<file path="src/rtl/dual_adc_seq.sv">
module dual_adc_seq #(
  parameter int CLK_HZ     = 100_000_000,
  parameter int RAW_W      = 14,
  parameter int OUT_W      = 16,
  parameter bit SIGNED_OUT = 1'b1,
  parameter int CONVST_NS  = 35,
  parameter int CONV_NS    = 5200,
  parameter int PD_CONV_NS = 10000,
  parameter int RD_NS      = 45,
  parameter int ACCESS_NS  = 30,
  parameter int GAP_NS     = 10,
  parameter int QUIET_NS   = 400,
  parameter int ACQ_NS     = 500
) (
  input  logic             clk,
  input  logic             rst_n,
  input  logic             start,
  input  logic             pd_mode,
  input  logic             adc_busy,
  input  logic [RAW_W-1:0] adc_data,
  output logic             adc_convst_n,
  output logic             adc_cs_n,
  output logic             adc_rd_n,
  output logic [OUT_W-1:0] res_a,
  output logic [OUT_W-1:0] res_b,
  output logic             res_valid,
  output logic             timeout_err
);

  function automatic int cyc(input longint ns);
    longint t;
    t = (ns * longint'(CLK_HZ) + 64'sd999_999_999) / 64'sd1_000_000_000;
    return (t < 1) ? 1 : int'(t);
  endfunction

  localparam int N_CV    = cyc(longint'(CONVST_NS));
  localparam int N_RD    = (cyc(longint'(RD_NS)) > cyc(longint'(ACCESS_NS))) ?
                           cyc(longint'(RD_NS)) : cyc(longint'(ACCESS_NS));
  localparam int N_GAP   = cyc(longint'(GAP_NS));
  localparam int N_QT    = cyc(longint'((QUIET_NS > ACQ_NS) ? QUIET_NS : ACQ_NS));
  localparam int TMO_N   = 2 * cyc(longint'(CONV_NS));
  localparam int TMO_P   = 2 * cyc(longint'(PD_CONV_NS));
  localparam int TMO_MAX = (TMO_N > TMO_P) ? TMO_N : TMO_P;
  localparam int CW      = $clog2(TMO_MAX + 1);
  localparam int PAD     = OUT_W - RAW_W;

  typedef enum logic [2:0] {
    S_IDLE, S_CONV, S_WAIT, S_RD_A, S_GAP, S_RD_B, S_QUIET
  } st_t;

  st_t            state, nstate;
  logic [CW-1:0]  cnt, lim;
  logic           last, seen, pd_q, bus_done;
  logic [OUT_W-1:0] ext, a_hold;

  assign ext      = SIGNED_OUT ? {{PAD{adc_data[RAW_W-1]}}, adc_data}
                               : {{PAD{1'b0}}, adc_data};
  assign last     = (cnt == lim - CW'(1));
  assign bus_done = seen && !adc_busy;

  always_comb begin
    case (state)
      S_CONV:         lim = CW'(N_CV);
      S_WAIT:         lim = pd_q ? CW'(TMO_P) : CW'(TMO_N);
      S_RD_A, S_RD_B: lim = CW'(N_RD);
      S_GAP:          lim = CW'(N_GAP);
      S_QUIET:        lim = CW'(N_QT);
      default:        lim = CW'(1);
    endcase
  end

  always_comb begin
    nstate = state;
    case (state)
      S_IDLE:  if (start) nstate = S_CONV;
      S_CONV:  if (last) nstate = S_WAIT;
      S_WAIT:  if (bus_done) nstate = S_RD_A;
               else if (last) nstate = S_IDLE;
      S_RD_A:  if (last) nstate = S_GAP;
      S_GAP:   if (last) nstate = S_RD_B;
      S_RD_B:  if (last) nstate = S_QUIET;
      S_QUIET: if (last) nstate = S_IDLE;
      default: nstate = S_IDLE;
    endcase
  end

  always_ff @(posedge clk or negedge rst_n) begin
    if (!rst_n) begin
      state        <= S_IDLE;
      cnt          <= '0;
      seen         <= 1'b0;
      pd_q         <= 1'b0;
      adc_convst_n <= 1'b1;
      adc_cs_n     <= 1'b1;
      adc_rd_n     <= 1'b1;
      a_hold       <= '0;
      res_a        <= '0;
      res_b        <= '0;
      res_valid    <= 1'b0;
      timeout_err  <= 1'b0;
    end else begin
      state <= nstate;
      cnt   <= (nstate != state || state == S_IDLE) ? '0 : cnt + CW'(1);
      if (state == S_IDLE && start) begin
        pd_q <= pd_mode;
        seen <= 1'b0;
      end else if ((state == S_CONV || state == S_WAIT) && adc_busy) begin
        seen <= 1'b1;
      end
      adc_convst_n <= (nstate != S_CONV);
      adc_cs_n     <= !(nstate == S_RD_A || nstate == S_GAP || nstate == S_RD_B);
      adc_rd_n     <= !(nstate == S_RD_A || nstate == S_RD_B);
      if (state == S_RD_A && last) a_hold <= ext;
      res_valid    <= (state == S_RD_B) && last;
      if (state == S_RD_B && last) begin
        res_a <= a_hold;
        res_b <= ext;
      end
      timeout_err  <= (state == S_WAIT) && last && !bus_done;
    end
  end

endmodule

</file>
<file path="config.mk">
export PLATFORM = sky130hd
export DESIGN_NAME = dual_adc_seq
export DESIGN_NICKNAME = d
export VERILOG_FILES = /design/src/rtl/dual_adc_seq.sv
export SDC_FILE = /design/constraint.sdc
export NUM_CORES = 1
export LEC_CHECK = 0
export ABC_AREA = 1
export BUFFER_PORTS_ARGS = -buffer_cell sky130_fd_sc_hd__buf_2
export CORE_UTILIZATION = 55
export CTS_CLUSTER_SIZE = 10
export DETAILED_ROUTE_END_ITERATION = 8
export HOLD_SLACK_MARGIN = 0.02
export PLACE_DENSITY = 0.78
export SETUP_SLACK_MARGIN = 0.02
export SKIP_CTS_REPAIR_TIMING = 1
export SLEW_MARGIN = 20
export SYNTH_ARGS = -nofsm -noshare
export SYNTH_HDL_FRONTEND = slang
export SYNTH_SLANG_ARGS = --single-unit
export TNS_END_PERCENT = 1
</file>
<file path="constraint.sdc">
create_clock -name clk -period 8.5 [get_ports clk]
set_input_delay 1.7 -clock clk [delete_from_list [all_inputs] [get_ports clk]]
set_output_delay 1.7 -clock clk [all_outputs]
set_load 0.005 [all_outputs]
</file>
== Word-level counts from Yosys, hierarchy flattened ==
Cells that the tools add are included.
Cells by class
  add/sub/neg operators: 2
  equal/unequal tests: 12
  mux-type cells: 13
  reduce and logical (&&, ||, !) cells: 19
Operators by type and width (number)
  $pmux 11 s4: 1
  $mux 3: 7
  $pmux 3 s7: 1
  $eq 3x3->1 const B: 5
  $add 11x1->11 const B: 1
  $eq 11x11->1: 1
  $mux 11: 1
  $sub 11x1->11 const B: 1
  $mux 10: 1
  $eq 3x2->1 const B: 3
  $logic_and 1x1->1: 7
  $logic_or 1x1->1: 5
  $logic_not 1->1: 4
  $eq 3x1->1 const B: 1
  $logic_not 3->1: 1
  $ne 3x1->1 const B: 1
  $ne 3x3->1: 1
  $mux 1: 2
  $reduce_bool 2->1: 1
  $reduce_or 2->1: 1
Storage, ports and cells
  bits in registers: 63
  output and inout port bits: 37

== Depth between registers and ports, before layout ==
Gate-level depths: netlist (run 1).
  depth in word-level cells: 12
  depth in mapped cells: 23

== Worst setup path before layout (run 1) ==
No wires, ideal clock.
  kind: register to register
  start point: reg state[1]
  end point: reg cnt[0]
  arrival: 2.573 ns
  path slack: 5.804 ns
  stages on the path, launching flop included: 22
  path buffers: 2
  period minus slack after synthesis: 2.696 ns
  cell sequence: dfrtp_1 > buf_6 > nand2_4 > nand2_8 > nand2_2 > nand2_4 > inv_1 > ha_1 > ha_1 > nand2_1 > inv_1 > nor2_1 > nand2_1 > nor2_1 > nand3_1 > nor2_2 > nand3_4 > a21oi_2 > o21ai_1 > nand3_2 > buf_6 > nor2_2
Between the ends
  word-level cells in the longest chain between the ends: 11
Ends and longest elaborated chain
  from (decl): line 51  | st_t state, nstate;
  from (signal assigned): line 102  | state <= nstate;
  $eq 3x2->1 or $eq 3x3->1 (tied branches): line 62, 74
  $reduce_or 2->1: line 62  | case (state)
  $pmux 11 s4: line 62
  $sub 11x1->11: line 58  | assign last = (cnt == lim - CW'(1));
  $eq 11x11->1: line 58
  $mux 3: line 78, 82
  $mux 3: line 77  | S_WAIT: if (bus_done) nstate = S_RD_A;
  $pmux 3 s7: line 74  | case (state)
  $ne 3x3->1: line 103  | cnt <= (nstate != state || state == S_IDLE) ? '0 : cnt + CW'(1);
  $logic_or 1x1->1 *: line 103
  $mux 11 *: line 103
  to (signal assigned): line 103
  to (decl): line 52  | logic [CW-1:0] cnt, lim;
Mark *: on every way between the ends. The rest lies on a longest branch, timed or not.
A chain may end at the register's enable or synchronous reset.

== Final worst setup path (run 1) ==
  start point: reg state[1]
  end point: reg cnt[10]
The elaborated chain is that of the path after synthesis.

==> flow_summary.yaml, run 1 <==
status:
  status: "complete, no violations"
critical_path:
  crit_path_start_kind: "register"
  worstPathArrival_ns: 4.01
  crit_buf_inv: 3
  cp_max_fo: 29
  end_kind: "register"
  cpPeakStageDelay_ns: 0.70
  slowest_stage: "dfrtp_1"
  required_ns: 8.72
  crit_path_cell_trace: "inv_2 -> nand2_1 -> nand3_2 -> nand2_4 -> inv_1 -> ha_1 -> ha_1 -> nand2_1 -> inv_1 -> nor2_1 -> nand3_1 -> nor2_1 -> nand3_2 -> nor2_4 -> nand3_2 -> nand2_1 -> nor2_1 -> nand3_2 -> nor2_1"
  path_class: "reg -> reg"
  crit_family: "simple AND/OR/NAND/NOR gates"
pwr:
  p_int_w: 0.0004597
  ir_drop_mv: 0.1331
  powerDensity_nw_per_um2: 157.7
  comb_power_share_pct: 5.3
  power_leakage_nw: 1.967
  power_switching_w: 0.0001436
  clkPwrFrac_pct: 42.3
  switching_share_pct: 23.81
  p_seq_share_pct: 52.4
timing:
  rsz0062_at_grt: "no"
  clock_skew_ns: 0.008785
  post-route-period-util_pct: 44.53
  relSlewSlack_pct: 47.43
  slew_violations: 0
  fmax_ghz: 0.2642
  tightest_slew_ns: 0.7885
  timing.final.ws_setup_ns: 4.715
  tns_ns: 0
  setup_violations: 0
  min_period_ns: 3.785
  hold_viol: 0
  whs_ns: 0.4663
place:
  gp_congestion: 0.8915
  place_inst: 504
  port_buffers: 55
  dp_hpwl_um: 4913
  dp_slack_ns: 4.724
  placed_area_um2: 3628
synthesis:
  synth.avg_cell_area_um2: 8.752
  ys_types: 36
  synth_simple_gate_area_share_pct: 33.92
  synth_compound_area_share_pct: 6.872
  synth_xor_area_share_pct: 1.544
  synthMuxAreaShare_pct: 0.3308
  ys_seq_elements: 63
  dominantRegCellSynth: "dfrtp_1"
  synth_fa_ha_area_share_pct: 1.103
  postSynthCellCount: 389
  syn-num-nets: 411
  ys_seq_area_share_pct: 46.42
  async_flop_share_pct: 100.0
  netlist_area_um2: 3405
  yosys_warnings: 0
  synth_top_family_by_area: "simple AND/OR/NAND/NOR gates"
  synth_edf_count: 0
floorplanning:
  die_y_um: 80.68
  fp.coreArea_um2: 5956
  row_count: 28
  fp.dieArea_um2: 6508
  io_pins: 56
  initial_core_util_pct: 57.16
  die_w_um: 80.68
cts:
  cts_max_path_buffers: 2
  cts_max_level: 3
  numCtsBuffers: 9
  cts_sinks: 63
  cts_tree: "done"
  clkLatencyLatePin_ns: 0.34
  clk_pin_slew_ns: 0.07
  root_buffer: "clkbuf_8"
cells_and_area:
  final_area_um2: 3825
  antenna_cells: 0
  fillers: 517
  layoutNonFillerInstCount: 520
  multi_input_area_um2: 1490
  area_growth_pct: 12.35
  drive_gt1_share_pct: 31.46
  final_nets: 462
  seqCellArea_um2: 1580
run:
  drv_cap: 0
detailed_routing:
  routed_wl_um: 6661
  post-route-drc-count: 0
  drt-wirelength-per-cell_um: 12.81
  drt_iter0_drc: 118
  antenna_left: 0
  vias: 2604
  dr.pass1.iters: 4
  via_per_inst: 5.008
grt:
  grt_overflow_total: 0
  grt_usage_pct: 22.12
  grt_pass1_vias: 2376
  grt_antenna_before_repair: 0
  grt_pass1_wl_um: 10710
  grt_max_degree: 64
worst_hold_path:
  min-delay-path-class: "reg -> reg"
## final timing paths
| kind | start | endpoint | slack, ns | depth (start not counted) |
|---|---|---|---|---|
| worst max-delay path | state[1] | cnt[10] | 4.71 | 19 |
| max in group asynchronous | rst_n | a_hold[10] | 6.46 | 2 |
| worst min register to register | res_a[11] | res_a[11] | 0.47 | 2 |
| worst min-delay path | res_a[11] | res_a[11] | 0.47 | 2 |
| min in group asynchronous | rst_n | cnt[9] | 1.53 | 2 |
| worst max register to register | state[1] | cnt[10] | 4.71 | 19 |
## registers in the layout, indices dropped and copies added (netlist names)
name	flops
pd_q	1
cnt	11
adc_convst_n	1
res_a	14
seen	1
a_hold	14
res_valid	1
adc_cs_n	1
timeout_err	1
state	3
adc_rd_n	1
res_b	14
## area by class of cell
class,count,area share [%]
clock buffer,9,3.238
inverter,45,4.743
sequential,63,41.32
timing repair buffer,56,7.393
multi-input combinational,265,38.96
clock inverter,7,1.897
tap,75,2.453
## cell usage after synthesis (5+ instances only)
master,instances,share of area [%]
nand2_2,9,1.7
nand2_1,121,13
xor2_1,5,1.3
nand3_1,17,2.5
nand3_2,7,2.1
nor3_1,6,0.88
inv_1,40,4.4
nand3_4,5,2.6
o21ai_1,19,2.8
buf_6,10,3.3
o21ai_2,10,2.6
nor2_2,14,2.6
nor2_1,19,2.1
dfrtp_1,60,44
nand4_1,5,0.92
## cell families after synthesis
family,count (synthesis)
adders and majority gates,3
DFF,63
AOI/OAI and AO/OA,38
buffers and inverters,61
and+or+nand+nor,217
xor gates and xnor gates,6
muxes,1
## tightest hold or removal path: stages (launching register included)
cell and delay (ns):
dfrtp_1 0.34, nand2_1 0.05, nand2_1 0.05
## metrics by stage
| stage | utilization [%] | power, W |
|---|---|---|
| detailed placement | 60.92 | 0.0003548 |
| global route | 64.22 | 0.0006289 |
| CTS | 64.22 | 0.0006099 |
| floorplan | - | 0.0003352 |
| finish | 64.22 | 0.0006034 |
| global placement | 60.92 | 0.0003538 |
## routing by layer
metal | up-vias | global-route usage, % | wire, um | share of wire [%]
li1 | 1312 | - | - | -
met1 | 1212 | 27.92 | 3026 | 45
met2 | 60 | 35.17 | 3119 | 47
met3 | 20 | 4.773 | 300 | 4.5
met4 | 0 | 11.96 | 215 | 3.2
met5 | - | 0 | 0 | 0
## placed cells by master, fill, tap and decap left out, drive strengths merged
| master | count |
|---|---|
| nand2 | 136 |
| dfrtp | 60 |
| buf | 56 |
| inv | 46 |
| nor2 | 37 |
| o21ai | 33 |
| nand3 | 29 |
| clkbuf | 9 |
| nor3 | 6 |
| nand4 | 6 |
| xor2 | 5 |
| a21oi | 4 |
| ha | 3 |
| dfstp | 3 |
| clkinv | 3 |
| clkinvlp | 2 |
| nand3b | 1 |
| or2 | 1 |
| xnor2 | 1 |
| and2 | 1 |
| o211ai | 1 |
| mux2 | 1 |
| bufinv | 1 |
## power by group through the flow
stage	registers (W)	clock network, W	logic [W]
finish	0.000316	0.000255	0.0000322
global route	0.000318	0.000274	0.0000371
CTS	0.000316	0.000261	0.0000331
detailed placement	0.000322	0	0.0000331
global placement	0.000322	0	0.0000322
floorplan	0.000322	0	0.0000131
Note: power is estimated with default switching activity, not from simulation.
==> run 2, diff against run 1 <==
--- a/config.mk
+++ b/config.mk
@@ -5,13 +5,13 @@
 export SDC_FILE = /design/constraint.sdc
 export NUM_CORES = 1
 export LEC_CHECK = 0
-export ABC_AREA = 1
+export ABC_AREA = 0
 export BUFFER_PORTS_ARGS = -buffer_cell sky130_fd_sc_hd__buf_2
-export CORE_UTILIZATION = 55
+export CORE_UTILIZATION = 50
 export CTS_CLUSTER_SIZE = 10
 export DETAILED_ROUTE_END_ITERATION = 8
 export HOLD_SLACK_MARGIN = 0.02
-export PLACE_DENSITY = 0.78
+export PLACE_DENSITY = 0.76
 export SETUP_SLACK_MARGIN = 0.02
 export SKIP_CTS_REPAIR_TIMING = 1
 export SLEW_MARGIN = 20
==> constraint.sdc (replaced) <==
create_clock -name clk -period 3.16 [get_ports clk]
set_input_delay 0.632 -clock clk [delete_from_list [all_inputs] [get_ports clk]]
set_output_delay 0.632 -clock clk [all_outputs]
set_load 0.005 [all_outputs]
==> run 2 against run 1 <==
Against the previous run:
- core utilization fell by 1.1 points
- sequential share of layout area increased by 3.1 points
- clock skew is 0.0017 ns higher
- global-route usage fell by 1.6 points
- combinational power rose to 47 times the previous value
- area after synthesis decreased by 12%
- maximum frequency up 30%
==> flow_summary.yaml, run 2 <==
floorplanning:
  die_w_um: 79.35
  fp.dieArea_um2: 6296
  row_count: 27
  initial_core_util_pct: 53.03
  fp.coreArea_um2: 5642
  die_y_um: 79.35
  io_pins: 56
detailed_routing:
  wl_met1_um: 2569
  drt_iter0_drc: 117
  post-route-drc-count: 0
  routed_wl_um: 5627
  dr.pass1.iters: 4
  wl_met3_um: 203
  vias: 2005
  drt-wirelength-per-cell_um: 15.17
  dr_wl_met2_um: 2767
  top_layer_used: "met4"
  via_per_inst: 5.404
  antenna_left: 0
synthesis:
  synth_edf_count: 0
  dominantRegCellSynth: "dfrtp_1"
  synth_area_leaders: "dfrtp_1 50%, mux2_4 10%, mux2_1 4.5%"
  ys_types: 45
  synth_top_area_share_pct: 50.19
  synth.avg_cell_area_um2: 12.78
  synth_common_cells: "60 x dfrtp_1, 20 x mux2_4"
  yosys_warnings: 0
  async_flop_share_pct: 100.0
  yosys.area.top_type: "dfrtp_1"
  ys_seq_elements: 63
  postSynthCellCount: 234
  ys_seq_area_share_pct: 52.82
  netlist_area_um2: 2992
  syn-num-nets: 256
  yosysMostFrequentCell: "dfrtp_1"
critical_path:
  crit_path_start_kind: "register"
  worstPathArrival_ns: 3.15
  required_ns: 3.39
  path_class: "reg -> reg"
  cpPeakStageDelay_ns: 0.41
  slowest_stage: "dfrtp_1"
  cp_common_cell: "buf_4"
  crit_family: "buffers and inverters"
  cp_max_fo: 28
  crit_buf_inv: 4
  crit_path_cell_trace: "buf_4 -> inv_1 -> nand2_1 -> o21ai_1 -> ha_1 -> ha_1 -> xnor2_1 -> a211oi_1 -> o221ai_1 -> nor2_2 -> buf_4 -> nand4_4 -> buf_4 -> mux2_4"
  end_kind: "register"
timing:
  timing.final.ws_setup_ns: 0.2426
  slew_violations: 0
  setup_violations: 0
  tns_ns: 0
  min_period_ns: 2.917
  clock_skew_ns: 0.01045
  hold_viol: 0
  tightest_slew_ns: 0.6287
  rsz0062_at_grt: "no"
  fmax_ghz: 0.3428
  post-route-period-util_pct: 92.32
  relSlewSlack_pct: 58.09
cts:
  clkLatencyLatePin_ns: 0.34
  cts_sinks: 63
  clk_pin_slew_ns: 0.08
  cts_max_level: 3
  cts_max_path_buffers: 2
  root_buffer: "clkbuf_8"
  numCtsBuffers: 9
  cts_tree: "done"
grt:
  grt_antenna_before_repair: 0
  grt_pass1_wl_um: 9466
  grt_pass1_vias: 1949
  grt_usage_pct: 20.51
  grt_overflow_total: 0
  grt_max_degree: 37
place:
  placed_area_um2: 3323
  dp_slack_ns: 0.1921
  port_buffers: 55
  dp_hpwl_um: 3972
  gp_congestion: 0.8656
cells_and_area:
  final_common_cell: "dfrtp_1"
  final_nets: 316
  layout_common_cells: "60 x dfrtp_1, 55 x buf_2, 20 x mux2_4"
  drive_gt1_share_pct: 41.47
  top_regs: "a_hold (14), res_a (14), res_b (14)"
  utilization_pct: 63.12
  final_area_um2: 3561
  antenna_cells: 0
  area_growth_pct: 19.03
run:
  drv_cap: 0
pwr:
  power_leakage_nw: 1.738
  powerDensity_nw_per_um2: 1029
  power.total_w: 0.003666
  ir_drop_mv: 0.5765
worst_hold_path:
  min-delay-path-class: "in -> async"
status:
  status: "complete, no violations"
## run 2: cell types whose count changed in the layout (fill, tap and decap cells not counted), moves of 12 or more
cell     before  now
o21ai_1      19    2
mux2_4        0   20
nand2_1     121   12
mux2_1        0   12
inv_1        40    6
nor2_2       14    2
## run 2: final timing paths
path	slack [ns]	startpoint	depth (start not counted)	to
setup / recovery	0.24	state[1]	14	res_a[8]
hold reg to reg	0.49	a_hold[9]	1	a_hold[9]
setup reg to reg	0.24	state[1]	14	res_a[8]
max in group asynchronous	1.95	rst_n	2	state[1]
min in group clk	0.49	a_hold[9]	1	a_hold[9]
hold / removal	0.30	rst_n	1	res_b[2]
## run 2: final cells by class
type,instances,area (um^2)
Clock buffer,10,137.6
Clock inverter,6,92.59
Fill cell,423,2081
Inverter,6,22.52
Multi-Input combinational cell,149,1287
Sequential cell,63,1580
Tap cell,72,90.09
Timing Repair Buffer,65,350.3
## run 2: worst register-to-register path, stage by stage, from the launching register on
cell and delay, ns:
dfrtp_1 0.41, buf_4 0.19, inv_1 0.08, nand2_1 0.05
o21ai_1 0.14, ha_1 0.20, ha_1 0.25, xnor2_1 0.13
a211oi_1 0.16, o221ai_1 0.16, nor2_2 0.14, buf_4 0.15
nand4_4 0.09, buf_4 0.30, mux2_4 0.38
## run 2: through the flow
stage          hold slack (ns)  std cells
5_1_grt                 0.3290        371
6_report                0.2990        371
2_1_floorplan           0.3364        234
4_1_cts                 0.3150        370
3_3_place_gp            0.4714        354
3_5_place_dp            0.4794        354
## run 2: kinds of logic (layout without fill, tap and decap cells)
family	Yosys count	after routing	share of synthesized area, %
xor gates and xnor gates	15	15	4.392
DFF	63	63	52.82
and+or+nand+nor	64	64	12.38
AOI/OAI and AO/OA	22	22	5.604
adders and majority gates	3	3	1.255
buffers and inverters	22	87	4.140
muxes	45	45	19.41
## run 2: routing by layer
layer / global-route usage, % / vias up
li1: - / 950
met1: 25.00 / 998
met2: 33.28 / 48
met3: 6.437 / 9
met4: 9.091 / 0
met5: 0 / -
## run 2: power breakdown
part           internal [W]  switching, W  total, W
combinational      0.000789      0.000710   0.00150
sequential          0.00116      0.000208   0.00137
clock              0.000469      0.000329  0.000799
total               0.00242       0.00125   0.00367
